$ cat config.mk
export PLATFORM = sky130hd
export DESIGN_NAME = flash_prog_seq
export DESIGN_NICKNAME = d
export VERILOG_FILES = /design/src/rtl/fps_pkg.sv /design/src/rtl/fps_req_check.sv /design/src/rtl/fps_step_calc.sv /design/src/rtl/fps_poll_timer.sv /design/src/rtl/flash_prog_seq.sv
export SDC_FILE = /design/constraint.sdc
export NUM_CORES = 1
export LEC_CHECK = 0
export BUFFER_PORTS_ARGS = -buffer_cell sky130_fd_sc_hd__buf_2
export CORE_MARGIN = 5
export CORE_UTILIZATION = 35
export DETAILED_ROUTE_END_ITERATION = 8
export GPL_TIMING_DRIVEN = 0
export RECOVER_POWER = 25
export SYNTH_ARGS = -nofsm -noshare
export SYNTH_HDL_FRONTEND = slang
export SYNTH_SLANG_ARGS = --single-unit
$ cat constraint.sdc
create_clock -name clk -period 8.1 [get_ports clk]
set_input_delay 0.405 -clock clk [delete_from_list [all_inputs] [get_ports clk]]
set_output_delay 0.405 -clock clk [all_outputs]
set_load 0.01 [all_outputs]
$ cat src/rtl/fps_pkg.sv
package fps_pkg;

    localparam logic [7:0] OPC_WR_EN     = 8'h06;
    localparam logic [7:0] OPC_WR_DIS    = 8'h04;
    localparam logic [7:0] OPC_RD_STATUS = 8'h05;
    localparam logic [7:0] OPC_PROGRAM   = 8'h02;
    localparam logic [7:0] OPC_ERASE_4K  = 8'h20;

    localparam int BUSY_BIT = 0;

    typedef enum logic [1:0] {
        ST_IDLE = 2'd0,
        ST_SEND = 2'd1,
        ST_WAIT = 2'd2
    } fps_state_e;

    typedef enum logic [1:0] {
        PH_WREN = 2'd0,
        PH_OPER = 2'd1,
        PH_POLL = 2'd2,
        PH_WRDI = 2'd3
    } fps_phase_e;

endpackage

$ cat src/rtl/fps_req_check.sv
module fps_req_check #(
    parameter int ADDR_W       = 24,
    parameter int FLASH_BYTES  = 1 << 20,
    parameter int SECTOR_BYTES = 4096
) (
    input  logic              erase,
    input  logic [ADDR_W-1:0] addr,
    input  logic [ADDR_W:0]   len,
    output logic              is_empty,
    output logic              is_bad
);
    localparam int EXT_W = ADDR_W + 2;
    localparam logic [EXT_W-1:0] FLASH_EXT = EXT_W'(FLASH_BYTES);

    logic [EXT_W-1:0] addr_ext;
    logic [EXT_W-1:0] len_ext;
    logic             out_of_range;
    logic             misaligned;

    assign addr_ext = EXT_W'(addr);
    assign len_ext  = EXT_W'(len);

    // start past the end, or tail past the end (room only meaningful when start is inside)
    assign out_of_range = (addr_ext >= FLASH_EXT) || (len_ext > (FLASH_EXT - addr_ext));

    generate
        if ((SECTOR_BYTES & (SECTOR_BYTES - 1)) == 0) begin : g_pow2
            localparam int SECT_W = $clog2(SECTOR_BYTES);
            assign misaligned = erase &&
                ((addr[SECT_W-1:0] != '0) || (len[SECT_W-1:0] != '0));
        end else begin : g_generic
            assign misaligned = erase &&
                (((32'(addr) % 32'(SECTOR_BYTES)) != 32'd0) ||
                 ((32'(len)  % 32'(SECTOR_BYTES)) != 32'd0));
        end
    endgenerate

    assign is_empty = (len == '0);
    assign is_bad   = out_of_range || misaligned;

endmodule

$ cat src/rtl/fps_step_calc.sv
module fps_step_calc #(
    parameter int ADDR_W       = 24,
    parameter int PAGE_BYTES   = 256,
    parameter int SECTOR_BYTES = 4096
) (
    input  logic                          erase,
    input  logic [$clog2(PAGE_BYTES)-1:0] page_off,
    input  logic [ADDR_W:0]               remain,
    output logic [ADDR_W:0]               step_len
);
    localparam int LEN_W = ADDR_W + 1;

    logic [LEN_W-1:0] room;
    logic [LEN_W-1:0] page_chunk;

    // bytes left before the next page boundary
    assign room       = LEN_W'(PAGE_BYTES) - LEN_W'(page_off);
    assign page_chunk = (remain < room) ? remain : room;
    assign step_len   = erase ? LEN_W'(SECTOR_BYTES) : page_chunk;

endmodule

$ cat src/rtl/fps_poll_timer.sv
module fps_poll_timer #(
    parameter int MAX_POLLS = 10000
) (
    input  logic clk,
    input  logic rst_n,
    input  logic clear,
    input  logic tick,
    output logic last
);
    localparam int CNT_W = $clog2(MAX_POLLS + 1);

    logic [CNT_W-1:0] cnt_d;
    logic [CNT_W-1:0] cnt_q;

    always_comb begin
        cnt_d = cnt_q;
        if (clear) begin
            cnt_d = '0;
        end else if (tick && !last) begin
            cnt_d = cnt_q + CNT_W'(1);
        end
    end

    always_ff @(posedge clk or negedge rst_n) begin
        if (!rst_n) begin
            cnt_q <= '0;
        end else begin
            cnt_q <= cnt_d;
        end
    end

    // high while the read now in flight is the final one of the budget
    assign last = (cnt_q == CNT_W'(MAX_POLLS - 1));

endmodule

$ cat src/rtl/flash_prog_seq.sv
module flash_prog_seq #(
    parameter int ADDR_W       = 24,
    parameter int FLASH_BYTES  = 1 << 20,
    parameter int PAGE_BYTES   = 256,
    parameter int SECTOR_BYTES = 4096,
    parameter int MAX_POLLS    = 10000
) (
    input  logic                        clk,
    input  logic                        rst_n,
    input  logic                        req_start,
    input  logic                        req_erase,
    input  logic [ADDR_W-1:0]           req_addr,
    input  logic [ADDR_W:0]             req_len,
    output logic                        busy,
    output logic                        done,
    output logic                        err_reject,
    output logic                        err_timeout,
    output logic                        cmd_valid,
    input  logic                        cmd_ready,
    output logic [7:0]                  cmd_opcode,
    output logic                        cmd_addr_en,
    output logic [ADDR_W-1:0]           cmd_addr,
    output logic [$clog2(PAGE_BYTES):0] cmd_wr_len,
    output logic [ADDR_W:0]             cmd_src_off,
    output logic                        cmd_rd_stat,
    input  logic                        cmd_done,
    input  logic [7:0]                  cmd_rdata
);
    import fps_pkg::*;

    localparam int LEN_W  = ADDR_W + 1;
    localparam int PAGE_W = $clog2(PAGE_BYTES);

    typedef struct packed {
        fps_state_e        st;
        fps_phase_e        ph;
        logic              erase;
        logic [ADDR_W-1:0] addr;
        logic [LEN_W-1:0]  remain;
        logic [LEN_W-1:0]  off;
        logic              done;
        logic              rej;
        logic              tout;
    } seq_regs_t;

    seq_regs_t r_d;
    seq_regs_t r_q;

    logic             chk_empty;
    logic             chk_bad;
    logic [LEN_W-1:0] step_len;
    logic             poll_clr;
    logic             poll_tick;
    logic             poll_last;
    logic             advance;
    logic [LEN_W-1:0] rem_after;
    logic             wip;
    logic             unused_status;

    fps_req_check #(
        .ADDR_W      (ADDR_W),
        .FLASH_BYTES (FLASH_BYTES),
        .SECTOR_BYTES(SECTOR_BYTES)
    ) i_req_check (
        .erase   (req_erase),
        .addr    (req_addr),
        .len     (req_len),
        .is_empty(chk_empty),
        .is_bad  (chk_bad)
    );

    fps_step_calc #(
        .ADDR_W      (ADDR_W),
        .PAGE_BYTES  (PAGE_BYTES),
        .SECTOR_BYTES(SECTOR_BYTES)
    ) i_step_calc (
        .erase   (r_q.erase),
        .page_off(r_q.addr[PAGE_W-1:0]),
        .remain  (r_q.remain),
        .step_len(step_len)
    );

    fps_poll_timer #(
        .MAX_POLLS(MAX_POLLS)
    ) i_poll_timer (
        .clk  (clk),
        .rst_n(rst_n),
        .clear(poll_clr),
        .tick (poll_tick),
        .last (poll_last)
    );

    assign wip           = cmd_rdata[BUSY_BIT];
    assign unused_status = ^cmd_rdata[7:1];
    assign rem_after     = r_q.remain - step_len;

    always_comb begin
        r_d       = r_q;
        r_d.done  = 1'b0;
        poll_clr  = 1'b0;
        poll_tick = 1'b0;
        advance   = 1'b0;

        unique case (r_q.st)
            ST_IDLE: begin
                if (req_start) begin
                    r_d.rej  = 1'b0;
                    r_d.tout = 1'b0;
                    if (chk_empty) begin
                        r_d.done = 1'b1;
                    end else if (chk_bad) begin
                        r_d.done = 1'b1;
                        r_d.rej  = 1'b1;
                    end else begin
                        r_d.st     = ST_SEND;
                        r_d.ph     = PH_WREN;
                        r_d.erase  = req_erase;
                        r_d.addr   = req_addr;
                        r_d.remain = req_len;
                        r_d.off    = '0;
                    end
                end
            end

            ST_SEND: begin
                if (cmd_ready) begin
                    r_d.st = ST_WAIT;
                end
            end

            ST_WAIT: begin
                if (cmd_done) begin
                    r_d.st = ST_SEND;
                    unique case (r_q.ph)
                        PH_WREN: r_d.ph = PH_OPER;
                        PH_OPER: begin
                            r_d.ph   = PH_POLL;
                            poll_clr = 1'b1;
                        end
                        PH_POLL: begin
                            poll_tick = 1'b1;
                            if (!wip) begin
                                advance = 1'b1;
                            end else if (poll_last) begin
                                r_d.tout = 1'b1;
                                if (r_q.erase) begin
                                    advance = 1'b1;   // skip this sector, go on
                                end else begin
                                    r_d.ph = PH_WRDI; // abort program
                                end
                            end
                        end
                        PH_WRDI: begin
                            r_d.st   = ST_IDLE;
                            r_d.done = 1'b1;
                        end
                        default: r_d.ph = PH_WRDI;
                    endcase

                    if (advance) begin
                        r_d.addr   = r_q.addr + step_len[ADDR_W-1:0];
                        r_d.off    = r_q.off + step_len;
                        r_d.remain = rem_after;
                        r_d.ph     = (rem_after == '0) ? PH_WRDI : PH_WREN;
                    end
                end
            end

            default: r_d.st = ST_IDLE;
        endcase
    end

    always_ff @(posedge clk or negedge rst_n) begin
        if (!rst_n) begin
            r_q <= '0;
        end else begin
            r_q <= r_d;
        end
    end

    always_comb begin
        unique case (r_q.ph)
            PH_WREN: cmd_opcode = OPC_WR_EN;
            PH_OPER: cmd_opcode = r_q.erase ? OPC_ERASE_4K : OPC_PROGRAM;
            PH_POLL: cmd_opcode = OPC_RD_STATUS;
            default: cmd_opcode = OPC_WR_DIS;
        endcase
    end

    assign cmd_valid   = (r_q.st == ST_SEND);
    assign cmd_addr_en = (r_q.ph == PH_OPER);
    assign cmd_addr    = r_q.addr;
    assign cmd_wr_len  = (r_q.ph == PH_OPER && !r_q.erase) ? step_len[PAGE_W:0] : '0;
    assign cmd_src_off = r_q.off;
    assign cmd_rd_stat = (r_q.ph == PH_POLL);

    assign busy        = (r_q.st != ST_IDLE);
    assign done        = r_q.done;
    assign err_reject  = r_q.rej;
    assign err_timeout = r_q.tout;

endmodule

==> results of run 1 <==
-- cells in the mapped netlist, types with 14 or more instances --
cell,n
a31oi_1,14
dfrtp_1,96
nor3_1,21
nand3_1,27
nor4_1,18
inv_1,46
nor2_1,159
xnor2_1,46
ha_1,112
o31ai_1,24
xor2_1,48
a221oi_1,41
a211oi_1,17
clkbuf_1,24
a21o_1,45
o21ai_0,45
and3_1,17
a21oi_1,74
nand2_1,76
buf_4,57
-- worst paths after layout --
kind,from,endpoint,slack (ns)
min,cmd_done,r_q[81]$_DFFE_PN0P_,0.24
max,cmd_addr[4]$_DFFE_PN0P_,r_q[78]$_DFFE_PN0P_,1.08
max reg2reg,cmd_addr[4]$_DFFE_PN0P_,r_q[78]$_DFFE_PN0P_,1.08
max in group asynchronous,rst_n,r_q[39]$_DFFE_PN0P_,3.41
min reg2reg,err_timeout$_DFFE_PN0P_,err_timeout$_DFFE_PN0P_,0.51
min in group asynchronous,rst_n,cmd_src_off[16]$_DFFE_PN0P_,0.75
-- layer usage --
metal / global-route usage [%] / part of all wire [%]
met5: 0 / 0.042
met4: 7.537 / 3.4
met3: 2.260 / 4.7
met2: 31.28 / 45
met1: 27.47 / 47
-- power by group --
| part | total, mW | internal, mW | switching, mW | leakage, nW |
|---|---|---|---|---|
| registers | 0.801 | 0.622 | 0.179 | 1.24 |
| logic | 2.34 | 0.981 | 1.36 | 4.17 |
| clock network | 0.452 | 0.221 | 0.231 | 0.150 |
-- flip-flops by register name (all words and copies together) (netlist names) --
name                flops
done                    1
cmd_addr               24
err_timeout             1
r_q                    30
cmd_src_off            25
i_poll_timer.cnt_q     14
err_reject              1
-- final cells by class --
class	instances	area, sq um
fillers	2865	15900
multi-input cells	978	6625
flip-flops and latches	96	2402
repair buffers	125	623.1
plain buffers	90	568.0
well taps	341	426.7
clock buffers	9	225.2
inverters	46	172.7
clock inverters	7	81.33
-- cell families after synthesis --
group / count (synthesis) / synth area share (%)
AND/OR/NAND/NOR: 394 / 19.47
multiplexers: 11 / 1.237
AO/OA/AOI/OAI: 319 / 22.71
XOR/XNOR: 94 / 8.570
buffers and inverters: 136 / 7.710
adder cells (fa/ha/maj): 115 / 15.21
other: 2 / 0.07817
flip-flops: 96 / 25.01
-- layout by cell type, fill, tap and decap left out, types with 10 or more instances in the layout --
cell type and count:
buf_4 57, or2_2 10, a21o_1 45, o31ai_1 24, o21ai_0 45, nor2_1 159, xor2_1 48, xnor2_1 46
nand4_1 11, dfrtp_1 96, a31oi_1 14, ha_1 112, inv_1 46, buf_2 130, and3_1 17, a21oi_1 74
a221oi_1 41, nor4_1 18, o21a_1 13, conb_1 45, nor3_1 21, clkbuf_1 26, a211oi_1 17, or3_1 12
nand2_1 76, nand3_1 27
-- through the flow --
step           worst slack [ns]  instances
6_report                  1.081       1692
5_1_grt                  0.6215       1692
4_1_cts                   1.182       1692
3_5_place_dp              1.237       1676
3_3_place_gp              1.185       1675
2_1_floorplan             2.560       1210
==> out/results.tsv, run 1 <==
metric	value	unit
status	finished with violations	
failing checks	capacitance limit, slew limit	
clk slew on worst S/H paths	0.08	ns
TritonCTS Sinks	96	
Peak VDD IR	0.1373	mV
Ports	136	
Synth area leaders	dfrtp_1 (25%), ha_1 (15%), nor2_1 (6.2%)	
post-synth top area cell	dfrtp_1	
setup violators final	0	
Worst path max stage delay	0.68	ns
RSZ-0062 raised after global routing	false	
worst reg-to-reg path cell count	22	
area grow syn2layout	15.80	%
Post-Syn Instances	1167	
CTS Root Cell	clkbuf_16	
total CTS buffers	9	
CTS tree	built	
period utilisation layout	86.65	%
top_reg_cell synth	dfrtp_1	
worst skew pair latency	0.37	ns
gr ovfl total	0	
EDFF count, synth	0	
first-pass GRT wire length	48.42	mm
initial antenna violation count	1	
Detailed Place HPWL	25.05	mm
worst hold path class	in2reg	
total power	3.593	mW
YS warnings	0	
Final Cell Area	11120	sq um
Post-DRT Antenna Nets	0	
crit start category	flip-flop	
Avg Vias per Cell	5.419	
DRC Markers	0	
FP Rows	60	
cell repeated most along the worst path	nor4_1	
vias in the first global route	8896	
PortBufs	124	
Worst path depth	22	
post-CTS setup buffers	0	
Die Wd	175.7	microns
cts repair resizes	0	
max frequency	0.1425	GHz
share of synthesized flip-flops with an asynchronous set or reset	100.0	%
max-slew violations	99	
Yosys reg bits	96	
CP top delay family	simple AND/OR/NAND/NOR gates	
placed inst area	10850	sq um
Die Height	175.7	microns
Total Die Area	30860	sq um
Crit-path slowest cell	nor4_1	
worst-path fanout max	9	
overall routing resource usage	19.68	%
CORE AREA	27030	sq um
Via Count	9169	
layout cells sized above 1	17.02	%
mean routed wirelength per cell	18.23	microns
cell area after synthesis	9607	sq um
Crit Path Class	reg2reg	
final WL	30.84	mm
Req. time, crit path	8.41	ns
maximum number of pins on one net before global-route repair	59	
H-tree depth	3	
Cell Chain, Critical Path	nor4_1 > nand2_1 > nor3_1 > inv_1 > ha_1 > nor4_1 > and4_1 > o2111ai_1 > mux2i_1 > nor2_1 > ha_1 > fa_1 > nand2b_1 > a21oi_1 > o21ai_0 > a211oi_1 > o41ai_2 > o21ai_0 > xnor2_1 > nand4b_1 > nor4_1 > a221o_1	
Period minus WS final	7.019	ns
final core occ	41.16	%
Worst Hold Depth	2	
diodes inserted	0	
Critical Path End Type	flip-flop	
max_slew headroom	-111.3	%
setup TNS	0	ns
P_leak	5.562	nW
Initial Utilization	35.55	%
synth unique cells	69	
pwr/cell area	323.0	nW/um^2
crit path DAT	7.33	ns
DR pass1 iterations	5	
Synth Area per Inst	8.232	sq um
Seq/Total Area, Yosys	25.01	%
clk_skew	0.01784	ns
final hold vios	0	
max-cap violations	2	
share of the synthesized area in the top cell type	25.01	%
Initial DRC Count	570	
clock buffer depth	2	
Nets	1524	
WP buf/inv	1	
gpl congestion	0.9189	
Hold Buf Count CTS	0	
Slew @ Worst Pin	3.170	ns
Hold Slack	0.2422	ns
(Power assumes the default switching activity.)
==> inputs of run 2 (changes only) <==
--- a/config.mk
+++ b/config.mk
@@ -6,10 +6,13 @@
 export NUM_CORES = 1
 export LEC_CHECK = 0
 export BUFFER_PORTS_ARGS = -buffer_cell sky130_fd_sc_hd__buf_2
+export CELL_PAD_IN_SITES_DETAIL_PLACEMENT = 1
+export CELL_PAD_IN_SITES_GLOBAL_PLACEMENT = 1
 export CORE_MARGIN = 5
 export CORE_UTILIZATION = 35
 export DETAILED_ROUTE_END_ITERATION = 8
 export GPL_TIMING_DRIVEN = 0
+export PLACE_DENSITY_LB_ADDON = 0.1
 export RECOVER_POWER = 25
 export SYNTH_ARGS = -nofsm -noshare
 export SYNTH_HDL_FRONTEND = slang
==> out/results.tsv, run 2 (synthesized netlist as in run 1, its figures left out) <==
metric	value	unit
CTS tree	built	
total power	3.641	mW
worst reg-to-reg path cell count	25	
dpl ws	0.8871	ns
final core occ	41.14	%
placed inst area	10850	sq um
final worst slack	0.9822	ns
worst-path fanout max	9	
max frequency	0.1405	GHz
crit start category	flip-flop	
gpl congestion	0.8597	
Initial Utilization	35.55	%
R2R Path End	r_q[79]$_DFFE_PN0P_	
Die Wd	175.7	microns
failing checks	capacitance limit, slew limit	
layout cells sized above 1	17.02	%
max_slew headroom	-123.1	%
Slew @ Worst Pin	3.346	ns
Period minus WS final	7.118	ns
diodes inserted	0	
TritonCTS Sinks	96	
pwr/cell area	327.4	nW/um^2
post-CTS setup buffers	0	
dpl cells	1676	
initial antenna violation count	0	
clk_skew	0.01735	ns
final hold vios	0	
Hold Buf Count CTS	0	
PortBufs	124	
Hold Slack	0.2239	ns
DRC Markers	0	
Peak VDD IR	0.1321	mV
crit path DAT	7.42	ns
Post-DRT Antenna Nets	0	
Reg2Reg Setup Slack	0.98	ns
FP Rows	60	
Via Count	9277	
gr ovfl total	0	
worst hold path class	in2reg	
Initial DRC Count	538	
clock buffer depth	2	
Nets	1524	
CTS Root Cell	clkbuf_16	
Die Height	175.7	microns
overall routing resource usage	21.71	%
vias in the first global route	9449	
area grow syn2layout	15.73	%
Critical Path End Type	flip-flop	
max-slew violations	99	
setup TNS	0	ns
HP Start	cmd_done	
total CTS buffers	9	
Finished Layout Cells	1692	
most frequent cells in the layout	nor2_1 (159), buf_2 (130), ha_1 (112), dfrtp_1 (96), nand2_1 (76)	
setup violators final	0	
first-pass GRT wire length	53.13	mm
Hold EP	r_q[81]$_DFFE_PN0P_	
cts repair resizes	0	
Avg Vias per Cell	5.483	
DR pass1 iterations	6	
CORE AREA	27030	sq um
Final Cell Area	11120	sq um
H-tree depth	3	
clk slew on worst S/H paths	0.09	ns
status	finished with violations	
largest reg by FF count	r_q	
Ports	136	
final WL	33.83	mm
mean routed wirelength per cell	20.00	microns
period utilisation layout	87.87	%
worst skew pair latency	0.37	ns
Detailed Place HPWL	27.59	mm
Worst Hold Depth	2	
RSZ-0062 raised after global routing	false	
max FFs per register	30	
Crit Path Class	reg2reg	
Total Die Area	30860	sq um
max-cap violations	2	
FF-to-FF Start	cmd_addr[0]$_DFFE_PN0P_	
commonest non-fill, non-tap cell in the layout	nor2_1	
P_leak	5.560	nW
maximum number of pins on one net before global-route repair	58	
Req. time, crit path	8.41	ns
[run 2: per-layer routing]
metal / up-vias / track usage (%) / share of wire, %
li1: 4534 / - / -
met1: 4546 / 30.23 / 48
met2: 174 / 36.36 / 47
met3: 23 / 2.884 / 4.3
met4: 0 / 4.126 / 1.4
met5: - / 0 / 0
[run 2: worst max-delay path by stage]
stage                             from  cells past startpoint                  end  slack (ns)
2_1_floorplan  cmd_addr[0]$_DFFE_PN0P_                     24  r_q[78]$_DFFE_PN0P_        2.56
3_3_place_gp   cmd_addr[5]$_DFFE_PN0P_                     22  r_q[79]$_DFFE_PN0P_        0.96
3_5_place_dp   cmd_addr[0]$_DFFE_PN0P_                     25  r_q[79]$_DFFE_PN0P_        0.89
4_1_cts        cmd_addr[0]$_DFFE_PN0P_                     25  r_q[79]$_DFFE_PN0P_        0.86
5_1_grt        cmd_addr[0]$_DFFE_PN0P_                     25  r_q[79]$_DFFE_PN0P_        0.46
6_report       cmd_addr[0]$_DFFE_PN0P_                     25  r_q[79]$_DFFE_PN0P_        0.98
[run 2: final cells by class]
class | instances | area, sq um
buffer | 90 | 568.0
clock buffer | 9 | 225.2
sequential | 96 | 2402
tap | 341 | 426.7
fill | 3363 | 15910
multi-input combinational | 978 | 6625
inverter | 46 | 172.7
clock inverter | 7 | 75.07
timing repair buffer | 125 | 623.1
[run 2: critical path: stages (launching register included)]
cell       delay, ns
dfrtp_1         0.50
inv_1           0.14
ha_1            0.33
inv_1           0.05
ha_1            0.26
a21boi_0        0.15
o21ai_0         0.09
a21boi_0        0.16
o21ai_0         0.09
nand2b_1        0.08
a21oi_1         0.08
o2111ai_1       0.82
mux2i_1         0.39
nor2_1          0.16
ha_1            0.24
fa_1            0.42
nand2b_1        0.20
a21oi_1         0.28
o21ai_0         0.23
a211oi_1        0.49
o41ai_2         0.19
o21ai_0         0.54
xnor2_1         0.19
nand4b_1        0.11
nor4_1          0.65
a221o_1         0.20
[run 2: report_power, final]
group	total, mW	leakage [nW]	switching, mW	internal (mW)
clock	0.454	0.148	0.235	0.219
combinational	2.39	4.17	1.40	0.986
sequential	0.800	1.24	0.178	0.622
==> inputs of run 3 (changes only) <==
--- a/config.mk
+++ b/config.mk
@@ -8,7 +8,7 @@
 export BUFFER_PORTS_ARGS = -buffer_cell sky130_fd_sc_hd__buf_2
 export CELL_PAD_IN_SITES_DETAIL_PLACEMENT = 1
 export CELL_PAD_IN_SITES_GLOBAL_PLACEMENT = 1
-export CORE_MARGIN = 5
+export CORE_MARGIN = 2
 export CORE_UTILIZATION = 35
 export DETAILED_ROUTE_END_ITERATION = 8
 export GPL_TIMING_DRIVEN = 0
==> out/results.tsv, run 3 (synthesized netlist as in run 1, its figures left out) <==
metric	value	unit
status	finished with violations	
failing checks	capacitance limit, slew limit	
Initial Utilization	35.65	%
final worst slack	1.005	ns
mean routed wirelength per cell	19.66	microns
dpl ws	0.8819	ns
Initial DRC Count	496	
worst skew pair latency	0.38	ns
setup TNS	0	ns
Slew @ Worst Pin	3.081	ns
Critical path destination	r_q[79]$_DFFE_PN0P_	
diodes inserted	0	
met3 wire length	1.086	mm
CORE AREA	26950	sq um
post-CTS setup buffers	0	
FP Rows	60	
max FFs per register	30	
period utilisation layout	87.59	%
final hold vios	0	
Ports	136	
met2 WL post-DR	15.22	mm
Worst path depth	25	
total CTS buffers	9	
FF-to-FF Start	cmd_addr[1]$_DFFE_PN0P_	
Reg2Reg Setup Slack	1.00	ns
crit path from	cmd_addr[1]$_DFFE_PN0P_	
CTS Root Cell	clkbuf_16	
crit start category	flip-flop	
Req. time, crit path	8.41	ns
CTS tree	built	
max-cap violations	2	
Total Die Area	28790	sq um
clk_skew	0.02085	ns
area grow syn2layout	15.73	%
gr ovfl total	0	
cell repeated most along the worst path	o21ai_0	
worst hold path class	in2reg	
Hold Buf Count CTS	0	
WP buf/inv	2	
vias in the first global route	9548	
Crit Path Class	reg2reg	
Die Height	169.7	microns
final WL	33.26	mm
Period minus WS final	7.095	ns
initial antenna violation count	0	
Worst path max stage delay	0.80	ns
max-slew violations	99	
Crit-path slowest cell	o2111ai_1	
DR pass1 iterations	5	
R2R Path End	r_q[79]$_DFFE_PN0P_	
first-pass GRT wire length	52.89	mm
most frequent cells in the layout	nor2_1 (159), buf_2 (130), ha_1 (112), dfrtp_1 (96), nand2_1 (76)	
gpl congestion	0.8610	
Via Count	9310	
clk slew on worst S/H paths	0.09	ns
met1 wire length	16.34	mm
Max Used Layer	met4	
Peak VDD IR	0.1169	mV
Detailed Place HPWL	26.96	mm
clock buffer depth	2	
TritonCTS Sinks	96	
worst-path fanout max	9	
H-tree depth	3	
largest reg by FF count	r_q	
crit path DAT	7.40	ns
Post-DRT Antenna Nets	0	
commonest non-fill, non-tap cell in the layout	nor2_1	
PortBufs	124	
Critical Path End Type	flip-flop	
P_leak	5.560	nW
maximum number of pins on one net before global-route repair	53	
setup violators final	0	
max_slew headroom	-105.4	%
Avg Vias per Cell	5.502	
DRC Markers	0	
RSZ-0062 raised after global routing	false	
Nets	1524	
pwr/cell area	328.4	nW/um^2
CP top delay family	compound AO/OA/AOI/OAI gates	
layout cells sized above 1	17.02	%
max frequency	0.1409	GHz
worst reg-to-reg path cell count	25	
cts repair resizes	0	
overall routing resource usage	23.45	%
Die Wd	169.7	microns
## run 3: layout make-up
class,count,area [sq um]
well taps,341,426.7
repair buffers,125,623.1
clock buffers,9,225.2
fillers,3362,15830
clock inverters,7,75.07
multi-input cells,978,6625
plain buffers,90,568.0
inverters,46,172.7
flip-flops and latches,96,2402
## run 3: layer usage
layer / vias up / GRT usage, %
met5: - / 0
met4: 0 / 6.429
met3: 33 / 2.052
met2: 179 / 38.28
met1: 4571 / 33.18
li1: 4527 / -
## run 3: worst min-delay path by stage
stage	start	end	slack (ns)	cells past startpoint
after floorplan	rst_n	cmd_addr[0]$_DFFE_PN0P_	0.11	0
after global placement	err_timeout$_DFFE_PN0P_	err_timeout$_DFFE_PN0P_	0.49	1
after detailed placement	rst_n	cmd_src_off[16]$_DFFE_PN0P_	0.48	1
after CTS	rst_n	cmd_src_off[16]$_DFFE_PN0P_	0.07	1
after global routing	cmd_done	r_q[81]$_DFFE_PN0P_	0.24	2
final	cmd_done	r_q[81]$_DFFE_PN0P_	0.21	2
## run 3: metrics by stage
stage          hold slack [ns]  utilization, %  cell area (sq um)  instances  power, mW
6_report                0.2097           41.25              11120       1692      3.652
5_1_grt                 0.2417           41.25              11120       1692      3.985
4_1_cts                0.06678           41.36              11150       1692      3.653
3_5_place_dp            0.4750           40.24              10850       1676      3.176
3_3_place_gp            0.4879           40.13              10820       1675      3.144
2_1_floorplan           0.1094               -               9768       1210      2.479
## run 3: where the power goes
part	total (mW)	leakage [nW]	switching, mW	internal (mW)
logic	2.40	4.17	1.41	0.985
clock network	0.454	0.148	0.235	0.219
registers	0.801	1.24	0.179	0.622
